===== src/rtl/pkt_rx_pkg.sv =====
package pkt_rx_pkg;
  typedef enum logic [2:0] {
    ST_HUNT,
    ST_DATA,
    ST_DRIVE,
    ST_PULSE,
    ST_SAMPLE,
    ST_SEND
  } st_e;
endpackage


===== src/rtl/hdr_finder.sv =====
module hdr_finder #(
  parameter int W = 4,
  parameter logic [W-1:0] PAT = 4'b1010
) (
  input  logic clk,
  input  logic rst,
  input  logic clr,
  input  logic shift_en,
  input  logic bit_in,
  output logic hit
);
  logic [W-1:0] win;

  function automatic logic [W-1:0] slide(input logic [W-1:0] w, input logic b);
    return {w[W-2:0], b};
  endfunction

  assign hit = shift_en && (slide(win, bit_in) == PAT);

  always_ff @(posedge clk) begin
    if (rst || clr) win <= '0;
    else if (shift_en) win <= slide(win, bit_in);
  end
endmodule


===== src/rtl/nib_capture.sv =====
module nib_capture #(
  parameter int W = 4
) (
  input  logic         clk,
  input  logic         rst,
  input  logic         start,
  input  logic         shift_en,
  input  logic         bit_in,
  output logic [W-1:0] data,
  output logic         done
);
  localparam int CW = (W > 1) ? $clog2(W) : 1;
  logic [CW-1:0] cnt;

  assign done = shift_en && (cnt == CW'(W - 1));

  always_ff @(posedge clk) begin
    if (rst) begin
      cnt  <= '0;
      data <= '0;
    end else begin
      if (start) cnt <= '0;
      else if (shift_en) cnt <= cnt + 1'b1;
      if (shift_en) data <= {data[W-2:0], bit_in};
    end
  end
endmodule


===== src/rtl/reply_ser.sv =====
module reply_ser #(
  parameter int HW = 4,
  parameter int DW = 4,
  parameter logic [HW-1:0] PAT = 4'b1010
) (
  input  logic          clk,
  input  logic          rst,
  input  logic          load,
  input  logic [DW-1:0] payload,
  input  logic          shift_en,
  output logic          bit_o,
  output logic          vld_o,
  output logic          last
);
  localparam int N  = HW + DW;
  localparam int IW = $clog2(N);
  logic [N-1:0]  sr;
  logic [IW-1:0] idx;

  assign last = shift_en && (idx == IW'(N - 1));

  always_ff @(posedge clk) begin
    if (rst) begin
      sr    <= '0;
      idx   <= '0;
      bit_o <= 1'b0;
      vld_o <= 1'b0;
    end else begin
      vld_o <= 1'b0;
      if (load) begin
        sr  <= {PAT, payload};
        idx <= '0;
      end else if (shift_en) begin
        bit_o <= sr[N-1];
        vld_o <= 1'b1;
        sr    <= {sr[N-2:0], 1'b0};
        idx   <= idx + 1'b1;
      end
    end
  end
endmodule


===== src/rtl/pkt_rx_dut.sv =====
module pkt_rx_dut #(
  parameter int HDR_W = 4,
  parameter logic [HDR_W-1:0] HDR_PAT = 4'b1010,
  parameter int DATA_W = 4
) (
  input  logic clk,
  input  logic rst,
  input  logic bit_vld,
  input  logic bit_in,
  output logic dut_d,
  output logic dut_clk,
  input  logic dut_q,
  output logic reply_vld,
  output logic reply_bit
);
  import pkt_rx_pkg::*;

  st_e st;
  logic hdr_hit, data_done, in_hunt, rply_last, dclk_q;
  logic scan_en, cap_en, send_en, load_rply;
  logic [DATA_W-1:0] cap;

  function automatic logic [DATA_W-1:0] reply_payload(input logic [DATA_W-1:0] c,
                                                      input logic q);
    return {c[DATA_W-1:1], q};
  endfunction

  assign in_hunt   = (st == ST_HUNT);
  assign scan_en   = bit_vld && in_hunt;
  assign cap_en    = bit_vld && (st == ST_DATA);
  assign send_en   = bit_vld && (st == ST_SEND);
  assign load_rply = (st == ST_SAMPLE);

  hdr_finder #(.W(HDR_W), .PAT(HDR_PAT)) u_find (
    .clk(clk), .rst(rst), .clr(rply_last), .shift_en(scan_en),
    .bit_in(bit_in), .hit(hdr_hit)
  );

  nib_capture #(.W(DATA_W)) u_cap (
    .clk(clk), .rst(rst), .start(hdr_hit), .shift_en(cap_en),
    .bit_in(bit_in), .data(cap), .done(data_done)
  );

  reply_ser #(.HW(HDR_W), .DW(DATA_W), .PAT(HDR_PAT)) u_ser (
    .clk(clk), .rst(rst), .load(load_rply),
    .payload(reply_payload(cap, dut_q)), .shift_en(send_en),
    .bit_o(reply_bit), .vld_o(reply_vld), .last(rply_last)
  );

  always_ff @(posedge clk) begin
    if (rst) begin
      st     <= ST_HUNT;
      dclk_q <= 1'b0;
    end else begin
      case (st)
        ST_HUNT:   if (hdr_hit) st <= ST_DATA;
        ST_DATA:   if (data_done) st <= ST_DRIVE;
        ST_DRIVE:  begin dclk_q <= 1'b1; st <= ST_PULSE; end
        ST_PULSE:  begin dclk_q <= 1'b0; st <= ST_SAMPLE; end
        ST_SAMPLE: st <= ST_SEND;
        ST_SEND:   if (rply_last) st <= ST_HUNT;
        default:   st <= ST_HUNT;
      endcase
    end
  end

  assign dut_d   = cap[0];
  assign dut_clk = dclk_q;
endmodule


===== config.mk =====
export PLATFORM = sky130hd
export DESIGN_NAME = pkt_rx_dut
export DESIGN_NICKNAME = d
export VERILOG_FILES = /design/src/rtl/pkt_rx_pkg.sv /design/src/rtl/hdr_finder.sv /design/src/rtl/nib_capture.sv /design/src/rtl/reply_ser.sv /design/src/rtl/pkt_rx_dut.sv
export SDC_FILE = /design/constraint.sdc
export NUM_CORES = 1
export LEC_CHECK = 0
export BUFFER_PORTS_ARGS = -buffer_cell sky130_fd_sc_hd__buf_2
export CORE_UTILIZATION = 45
export CTS_CLUSTER_DIAMETER = 100
export DETAILED_ROUTE_END_ITERATION = 16
export PLACE_DENSITY = 0.65
export SETUP_SLACK_MARGIN = 0.5
export SLEW_MARGIN = 20
export SYNTH_ARGS = -nofsm -noshare
export SYNTH_HDL_FRONTEND = slang
export SYNTH_HIERARCHICAL = 1
export SYNTH_SLANG_ARGS = --single-unit

===== constraint.sdc =====
create_clock -name clk -period 2.7 [get_ports clk]
set_input_delay 0.405 -clock clk [delete_from_list [all_inputs] [get_ports clk]]
set_output_delay 0.405 -clock clk [all_outputs]
set_load 0.02 [all_outputs]

==> out/qor.txt, run 1 <==
Total GRT Usage - 0.151
Yosys cell types - 35
Commonest cells post-synth - dfxtp_1, nor2_1, mux2i_1
internal power - 0.474 mW
Tightest Hold Check Type - in2reg
final setup fails - 0
worst-skew pair later-pin latency - 0.32 ns
outcome - completed
row count - 18
Final period util - 0.709
min Tclk post-route - 1.92 ns
number of flops mapped to enable cells by yosys - 0
Die Area - 2870 sq um
GPL Wtd Cong - 0.706
fin. max-slew vios - 0
Starting Density - 0.479
Num CTS Buffers - 3
final wirelength - 1900 microns
Async SR Flop Fraction - 0
initial antenna violation count - 0
Worst Setup End Kind - flip-flop
PnR worst setup slack - 0.785 ns
CTS tree - done
most frequent cell after synthesis - dfxtp_1
clock sink count - 26
syn avg cell area - 10.8 sq um
required time of the critical path - 2.91 ns
hold_buf cts - 0
Post-route DRC - 0
CTS clk-pin slew, worst paths - 0.14 ns
Yosys warnings - 6
max_slew headroom - 0.720
Avg WL per Cell - 13.0 microns
Vias per Instance - 5.18
switching part of the total - 0.206
Mapped Area - 1200 sq um
RSZ-0062 raised after global routing - false
Hold Fails Final Rpt - 0
Worst Setup Start Kind - flip-flop
Root Buffer - clkbuf_4
first-pass GRT wire length - 3020 microns
Post-Place Cells - 142
Leakage Power - 0.464 nW
diodes inserted - 0
pin count of the biggest net entering global routing - 22
vias in the first global route - 637
# Max-Cap Violations - 0
syn nets - 119
IO Port Bufs - 8
Chip Width - 53.6 microns
top post-synthesis cells by area - dfxtp_1, mux2i_1, nor2_1
combinational power share - 0.030
H-tree levels - 1
num ports - 9
pre-CTS WS - 0.707 ns
Clock power frac - 0.323
core area - 2500 sq um
Final Skew - 0.00554 ns
Die Height - 53.6 microns
post-synthesis sequential area ratio - 0.435
area share of the largest cell type after synthesis - 0.435
post-route insts no fill - 146
kind of critical path - reg2reg
Seq pwr share - 0.647
Least-Margin Pin Slew - 0.420 ns
First-pass DRT Iterations - 4
most common flop cell mapped by yosys - dfxtp_1
Syn Inst Count - 111
grt ovf - 0
nets - 125
Peak VDD IR - 0.358 mV
crit-path max FO - 16
Power Dens Cells - 477 nW/um^2
Max Clock Freq - 0.522 GHz
layout cells sized above 1 - 0.259
Iteration-0 DRC Markers - 13
post-detail-place hpwl - 1270 microns
Fin Setup TNS - 0 ns
Via Count - 757
Psw - 0.123 mW
Layout area overhead - 4.60%
post-synth top area cell - dfxtp_1
post-synthesis sequential element count - 26
Routed Antenna Nets - 0
Fin Hold WS - 0.314 ns
Longest Clk Path Bufs - 2
crit path DAT - 2.13 ns
## power groups by stage
stage	Clock [mW]	Sequential, mW	Combinational, mW
finish	0.193	0.387	0.0179
global route	0.218	0.387	0.0196
CTS	0.201	0.387	0.0176
detailed placement	0	0.395	0.0175
global placement	0	0.395	0.0172
floorplan	0	0.395	0.00883
## worst max-delay path, cell delays in order, from the launching register on
cell	delay, ns
dfxtp_1	0.57
and4b_2	0.58
and2_1	0.28
a21oi_1	0.11
a22oi_1	0.21
nor2_1	0.06
## stage by stage
step / utilization / total power, mW / cell area (sq um)
final: 0.501 / 0.598 / 1250
after global routing: 0.501 / 0.625 / 1250
after detailed placement: 0.483 / 0.412 / 1210
after floorplan: - / 0.403 / 1200
after CTS: 0.497 / 0.605 / 1240
after global placement: 0.483 / 0.412 / 1210
## cell families (layout without fill, tap and decap cells)
group	Yosys count	in the layout	synth area share
DFF	26	26	0.435
buffers and inverters	10	15	0.0721
muxes	18	18	0.164
and+or+nand+nor	40	40	0.210
xor gates and xnor gates	2	2	0.0146
AOI/OAI and AO/OA	12	12	0.0731
adders and majority gates	3	3	0.0314
## placed cells by master (no fill, tap or decap), types with 2 or more instances in the layout
| cell type | count |
|---|---|
| nor3_1 | 2 |
| xnor2_1 | 2 |
| a211oi_1 | 3 |
| nor2b_1 | 2 |
| mux2_4 | 3 |
| ha_1 | 3 |
| dfxtp_1 | 26 |
| clkbuf_4 | 3 |
| buf_4 | 2 |
| a21oi_1 | 5 |
| nor3_2 | 3 |
| mux2i_1 | 14 |
| nor2_1 | 18 |
| buf_2 | 8 |
## what timing repair did
action                     4_1_cts  5_1_grt
hold endpoints to repair         0        0
buffers inserted                 0        0
gates resized for setup          0        1
setup endpoints to repair        0        1
## sequential cells by signal, summed over array words and instances (netlist names)
signal / flops
u_find/win: 3
u_ser/bit_o: 1
u_cap/cnt: 2
u_cap/data: 4
u_ser/vld_o: 1
dut_clk: 1
u_ser/idx: 3
u_ser/sr: 8
st: 3
## routing by layer
metal,part of all wire,GRT usage,vias up
met5,0,0,-
met4,0,0.0263,0
met3,0.037,0.0593,0
met2,0.47,0.244,11
met1,0.50,0.190,349
li1,-,-,397
## area by class of cell
cell class	count	area, sq um
multi-input combinational	75	599
fill	230	1250
timing repair buffer	10	55.1
clock buffer	4	36.3
inverter	1	3.75
sequential	26	520
tap	30	37.5
## worst paths after layout
kind	from	to	slack, ns	cells past startpoint
hold reg to reg	u_ser/sr[7]$_SDFFE_PP0P_	u_ser/bit_o$_SDFFE_PP0P_	0.49	2
setup reg to reg	st[0]$_SDFFE_PP0P_	st[2]$_SDFFE_PP0P_	0.78	5
hold / removal	dut_q	u_ser/sr[0]$_SDFFE_PP0P_	0.31	3
setup / recovery	st[0]$_SDFFE_PP0P_	st[2]$_SDFFE_PP0P_	0.78	5
Note: power is estimated with default switching activity, not from simulation.
==> inputs of run 2 (changes only) <==
--- a/config.mk
+++ b/config.mk
@@ -9,7 +9,7 @@
 export CORE_UTILIZATION = 45
 export CTS_CLUSTER_DIAMETER = 100
 export DETAILED_ROUTE_END_ITERATION = 16
-export PLACE_DENSITY = 0.65
+export PLACE_DENSITY = 0.67
 export SETUP_SLACK_MARGIN = 0.5
 export SLEW_MARGIN = 20
 export SYNTH_ARGS = -nofsm -noshare
==> constraint.sdc (replaced) <==
create_clock -name clk -period 1.6 [get_ports clk]
set_input_delay 0.24 -clock clk [delete_from_list [all_inputs] [get_ports clk]]
set_output_delay 0.24 -clock clk [all_outputs]
set_load 0.02 [all_outputs]
==> out/qor.txt, run 2 (synthesis gave the netlist of run 1 again) <==
final wirelength - 2490 microns
CTS clk-pin slew, worst paths - 0.14 ns
Worst Setup End Kind - flip-flop
pin count of the biggest net entering global routing - 15
crit-path max FO - 10
Tightest Hold Check Type - in2reg
First-pass DRT Iterations - 3
clock sink count - 26
Longest Clk Path Bufs - 2
Die Area - 2870 sq um
Peak VDD IR - 0.447 mV
H-tree levels - 1
num ports - 9
pre-CTS WS - 0.0623 ns
Vias per Instance - 5.37
Avg WL per Cell - 14.5 microns
kind of critical path - reg2reg
final setup fails - 0
Routed Antenna Nets - 0
Crit path max-delay family - compound AO/OA/AOI/OAI gates
max incr delay on CP - 0.38 ns
Max Clock Freq - 0.666 GHz
post-detail-place hpwl - 1520 microns
vias in the first global route - 817
Root Buffer - clkbuf_4
RSZ-0062 raised after global routing - true
row count - 18
Iteration-0 DRC Markers - 11
Hold Fails Final Rpt - 0
Starting Density - 0.479
hold path endpoint - u_ser/sr[0]$_SDFFE_PP0P_
post-route cell area - 1620 sq um
Fin Setup TNS - 0 ns
Final period util - 0.939
DP Area - 1320 sq um
max_slew headroom - 0.813
max reg flops - 8
diodes inserted - 0
Final Skew - 0.00656 ns
# fillers - 179
initial antenna violation count - 0
R2R setup slack - 0.1 ns
Chip Width - 53.6 microns
first-pass GRT wire length - 3620 microns
Largest Register - u_ser/sr
fin. max-slew vios - 0
total power - 1.02 mW
buffers and inverters on the worst path - 1
layout cells sized above 1 - 0.535
fin util - 0.650
nets - 151
Layout area overhead - 35.6%
GPL Wtd Cong - 0.741
hold_sp - dut_q
grt ovf - 0
Die Height - 53.6 microns
outcome - completed
crit path DAT - 1.73 ns
most frequent cells in the layout - buf_4, nor2_1, dfxtp_1
critical-path cell list - buf_6 -> and4bb_2 -> and2_4 -> a21oi_1 -> a21oi_1 -> a2111oi_2
Total GRT Usage - 0.178
core area - 2500 sq um
required time of the critical path - 1.83 ns
Worst R2R End - st[0]$_SDFFE_PP0P_
worst-skew pair later-pin latency - 0.32 ns
Leakage Power - 0.622 nW
CP max-delay cell - dfxtp_4
hold_buf cts - 0
CTS tree - done
IO Port Bufs - 8
Power Dens Cells - 631 nW/um^2
Crit path top cell by count - a21oi_1
FF-to-FF Start - st[0]$_SDFFE_PP0P_
Post-route DRC - 0
PnR worst setup slack - 0.0982 ns
most common cell after layout, fill and taps aside - buf_4
# Max-Cap Violations - 0
min Tclk post-route - 1.50 ns
top flop regs - u_ser/sr x8, u_cap/data x4
Via Count - 923
Num CTS Buffers - 3
Reg2Reg Depth - 6
hold depth - 3
Least-Margin Pin Slew - 0.280 ns
Worst Setup Start Kind - flip-flop
-- run 2: changes by cell type in the layout (fill, tap and decap cells not counted), sizes merged --
cell,change
buf,+26
-- run 2: timing repair --
action	CTS	global route
gates cloned	1	0
endpoints found under the setup margin	26	29
pin swaps	10	15
resized for setup	11	32
setup buffers	4	12
-- run 2: tightest hold or removal path, cell delays in order --
cell and delay (ns):
buf_2 0.08, a21oi_1 0.05, nor2_1 0.07
-- run 2: how the worst max path moves through the flow --
stage                                   from                         to  slack, ns  cells past startpoint
after floorplan           st[0]$_SDFFE_PP0P_         st[0]$_SDFFE_PP0P_      -0.08                      6
after global routing      st[0]$_SDFFE_PP0P_  u_cap/cnt[0]$_SDFFE_PP0P_       0.04                      6
final                     st[0]$_SDFFE_PP0P_         st[0]$_SDFFE_PP0P_        0.1                      6
after detailed placement  st[2]$_SDFFE_PP0P_   u_ser/bit_o$_SDFFE_PP0P_       0.06                      5
after CTS                 st[1]$_SDFFE_PP0P_  u_cap/cnt[1]$_SDFFE_PP0P_       0.10                      6
after global placement    st[2]$_SDFFE_PP0P_         st[0]$_SDFFE_PP0P_       0.11                      5
-- run 2: cell type report --
type | instances | area, sq um | area share
inverters | 1 | 6.26 | 0.00385
clock buffers | 4 | 36.3 | 0.0223
well taps | 30 | 37.5 | 0.0231
multi-input cells | 75 | 696 | 0.428
repair buffers | 36 | 310 | 0.191
flip-flops and latches | 26 | 538 | 0.331
-- run 2: report_power, final --
part           switching [mW]  internal, mW  total (mW)  leakage (nW)
clock network           0.195         0.139       0.334        0.0210
logic                  0.0219        0.0205      0.0424         0.386
registers             0.00245         0.645       0.647         0.215
total                   0.220         0.805        1.02         0.622
-- run 2: per-stage QoR --
step	std cells	hold slack, ns
floorplan	111	0.303
global placement	151	0.465
detailed placement	151	0.480
CTS	160	0.137
global route	172	0.135
finish	172	0.135
-- run 2: metal layers --
metal  routed length [microns]  GRT usage
met1                      1150      0.223
met3                        36     0.0339
met5                         0          0
met2                      1270      0.296
met4                        39     0.0789
==> inputs of run 3 (changes only) <==
--- a/config.mk
+++ b/config.mk
@@ -6,10 +6,12 @@
 export NUM_CORES = 1
 export LEC_CHECK = 0
 export BUFFER_PORTS_ARGS = -buffer_cell sky130_fd_sc_hd__buf_2
-export CORE_UTILIZATION = 45
+export CELL_PAD_IN_SITES_DETAIL_PLACEMENT = 1
+export CELL_PAD_IN_SITES_GLOBAL_PLACEMENT = 1
+export CORE_UTILIZATION = 41
 export CTS_CLUSTER_DIAMETER = 100
 export DETAILED_ROUTE_END_ITERATION = 16
-export PLACE_DENSITY = 0.67
+export PLACE_DENSITY = 0.74
 export SETUP_SLACK_MARGIN = 0.5
 export SLEW_MARGIN = 20
 export SYNTH_ARGS = -nofsm -noshare
==> constraint.sdc (replaced) <==
create_clock -name clk -period 1.3 [get_ports clk]
set_input_delay 0.195 -clock clk [delete_from_list [all_inputs] [get_ports clk]]
set_output_delay 0.195 -clock clk [all_outputs]
set_load 0.02 [all_outputs]
==> out/qor.txt, run 3 (synthesis gave the netlist of run 1 again) <==
outcome - complete, but fails checks
failing checks - negative setup slack
CTS tree - done
GPL Wtd Cong - 0.750
num ports - 9
Die Area - 3140 sq um
row count - 19
worst-skew pair later-pin latency - 0.33 ns
Starting Density - 0.434
Avg WL per Cell - 17.3 microns
core area - 2760 sq um
PnR worst setup slack - -0.315 ns
pin count of the biggest net entering global routing - 15
final setup fails - 24
max reg flops - 8
Met3 Routed Length - 66 microns
Largest Register - u_ser/sr
vias in the first global route - 989
first-pass GRT wire length - 4810 microns
clock sink count - 26
Layout area overhead - 39.5%
Fin Hold WS - 0.170 ns
switching part of the total - 0.225
kind of critical path - reg2reg
min Tclk post-route - 1.61 ns
internal power - 0.992 mW
Final period util - 1.24
# Max-Cap Violations - 0
Final Skew - 0.0105 ns
Power Dens Cells - 766 nW/um^2
area of the multi-input gates - 681 sq um
Routed Antenna Nets - 0
post-route cell area - 1670 sq um
Root Buffer - clkbuf_4
max_slew headroom - 0.760
Tightest Hold Check Type - in2reg
Die Height - 56.0 microns
DR top layer - met4
register area - 536 sq um
Leakage Power - 0.662 nW
top flop regs - u_ser/sr x8, u_cap/data x4
IO Port Bufs - 8
met2 WL - 1700 microns
pre-CTS WS - -0.193 ns
diodes inserted - 0
required time of the critical path - 1.50 ns
most common cell after layout, fill and taps aside - buf_4
Total GRT Usage - 0.201
Chip Width - 56.0 microns
Seq pwr share - 0.624
grt ovf - 0
Post-route DRC - 0
crit-path max FO - 4
CTS clk-pin slew, worst paths - 0.14 ns
Worst Setup Start Kind - flip-flop
post-detail-place hpwl - 1790 microns
# fillers - 292
RSZ-0062 raised after global routing - true
Via Count - 920
fin. max-slew vios - 0
met1 WL - 1220 microns
Max Clock Freq - 0.619 GHz
Hold Fails Final Rpt - 0
Vias per Instance - 5.20
initial antenna violation count - 0
Iteration-0 DRC Markers - 11
Longest Clk Path Bufs - 2
final wirelength - 3050 microns
Num CTS Buffers - 3
Clock power frac - 0.333
crit path DAT - 1.81 ns
Peak VDD IR - 0.703 mV
fin util - 0.606
Least-Margin Pin Slew - 0.360 ns
nets - 155
H-tree levels - 1
Fin Setup TNS - -2.34 ns
layout cells sized above 1 - 0.575
First-pass DRT Iterations - 4
combinational power share - 0.042
DP Area - 1390 sq um
most frequent cells in the layout - buf_4, dfxtp_1, nor2_1
Worst Setup End Kind - flip-flop
Psw - 0.288 mW
[run 3: changes by cell type in the layout (fill, tap and decap cells not counted), moves of 2 or more]
cell     delta
buf_6       +2
a21oi_1     -2
nor2_1      -2
a21oi_2     +2
ha_4        -2
buf_4       +2
mux2i_2     +2
nor2_2      +2
ha_1        +2
mux2i_1     -2
[run 3: metal layers]
metal  vias to the layer above  GRT usage
met2                        13      0.374
met1                       447      0.229
li1                        454          -
met5                         -          0
met3                         6     0.0302
met4                         0     0.0732
[run 3: path summary, 6_finish.rpt]
kind                            startpoint                  endpoint  slack [ns]  cells past startpoint
setup / recovery        st[1]$_SDFFE_PP0P_        st[0]$_SDFFE_PP0P_       -0.31                      6
hold / removal                         rst        st[1]$_SDFFE_PP0P_        0.17                      2
setup reg to reg        st[1]$_SDFFE_PP0P_        st[0]$_SDFFE_PP0P_       -0.31                      6
hold reg to reg   u_ser/sr[7]$_SDFFE_PP0P_  u_ser/bit_o$_SDFFE_PP0P_        0.48                      2
[run 3: through the flow]
stage	power (mW)	cells
finish	1.28	177
global route	1.34	177
CTS	1.28	173
detailed placement	0.869	161
global placement	0.867	161
floorplan	0.841	111
[run 3: timing repair]
item / in CTS / in global routing
hold endpoints to repair: 0 / 0
endpoints found under the setup margin: 30 / 30
pin swaps: 10 / 8
setup buffers: 7 / 4
gates cloned: 1 / 0
resized for setup: 25 / 15
hold buffers: 0 / 0
[run 3: cell type report]
type | count | share of cell area
timing repair buffer | 40 | 0.225
multi-input combinational | 75 | 0.407
inverter | 1 | 0.00225
sequential | 26 | 0.321
clock buffer | 4 | 0.0217
tap | 31 | 0.0232
[run 3: critical path, cell delays in order, from the launching register on]
cell and delay [ns]:
dfxtp_4 0.40, buf_6 0.11, and4bb_2 0.26, and2_4 0.15
a21oi_2 0.17, a21oi_2 0.05, a2111oi_2 0.35
[run 3: power groups by stage]
| stage | Sequential (mW) | Clock [mW] | Combinational (mW) |
|---|---|---|---|
| final | 0.799 | 0.427 | 0.0539 |
| after global routing | 0.800 | 0.479 | 0.0574 |
| after CTS | 0.801 | 0.433 | 0.0498 |
| after detailed placement | 0.821 | 0 | 0.0480 |
| after global placement | 0.821 | 0 | 0.0462 |
| after floorplan | 0.820 | 0 | 0.0211 |
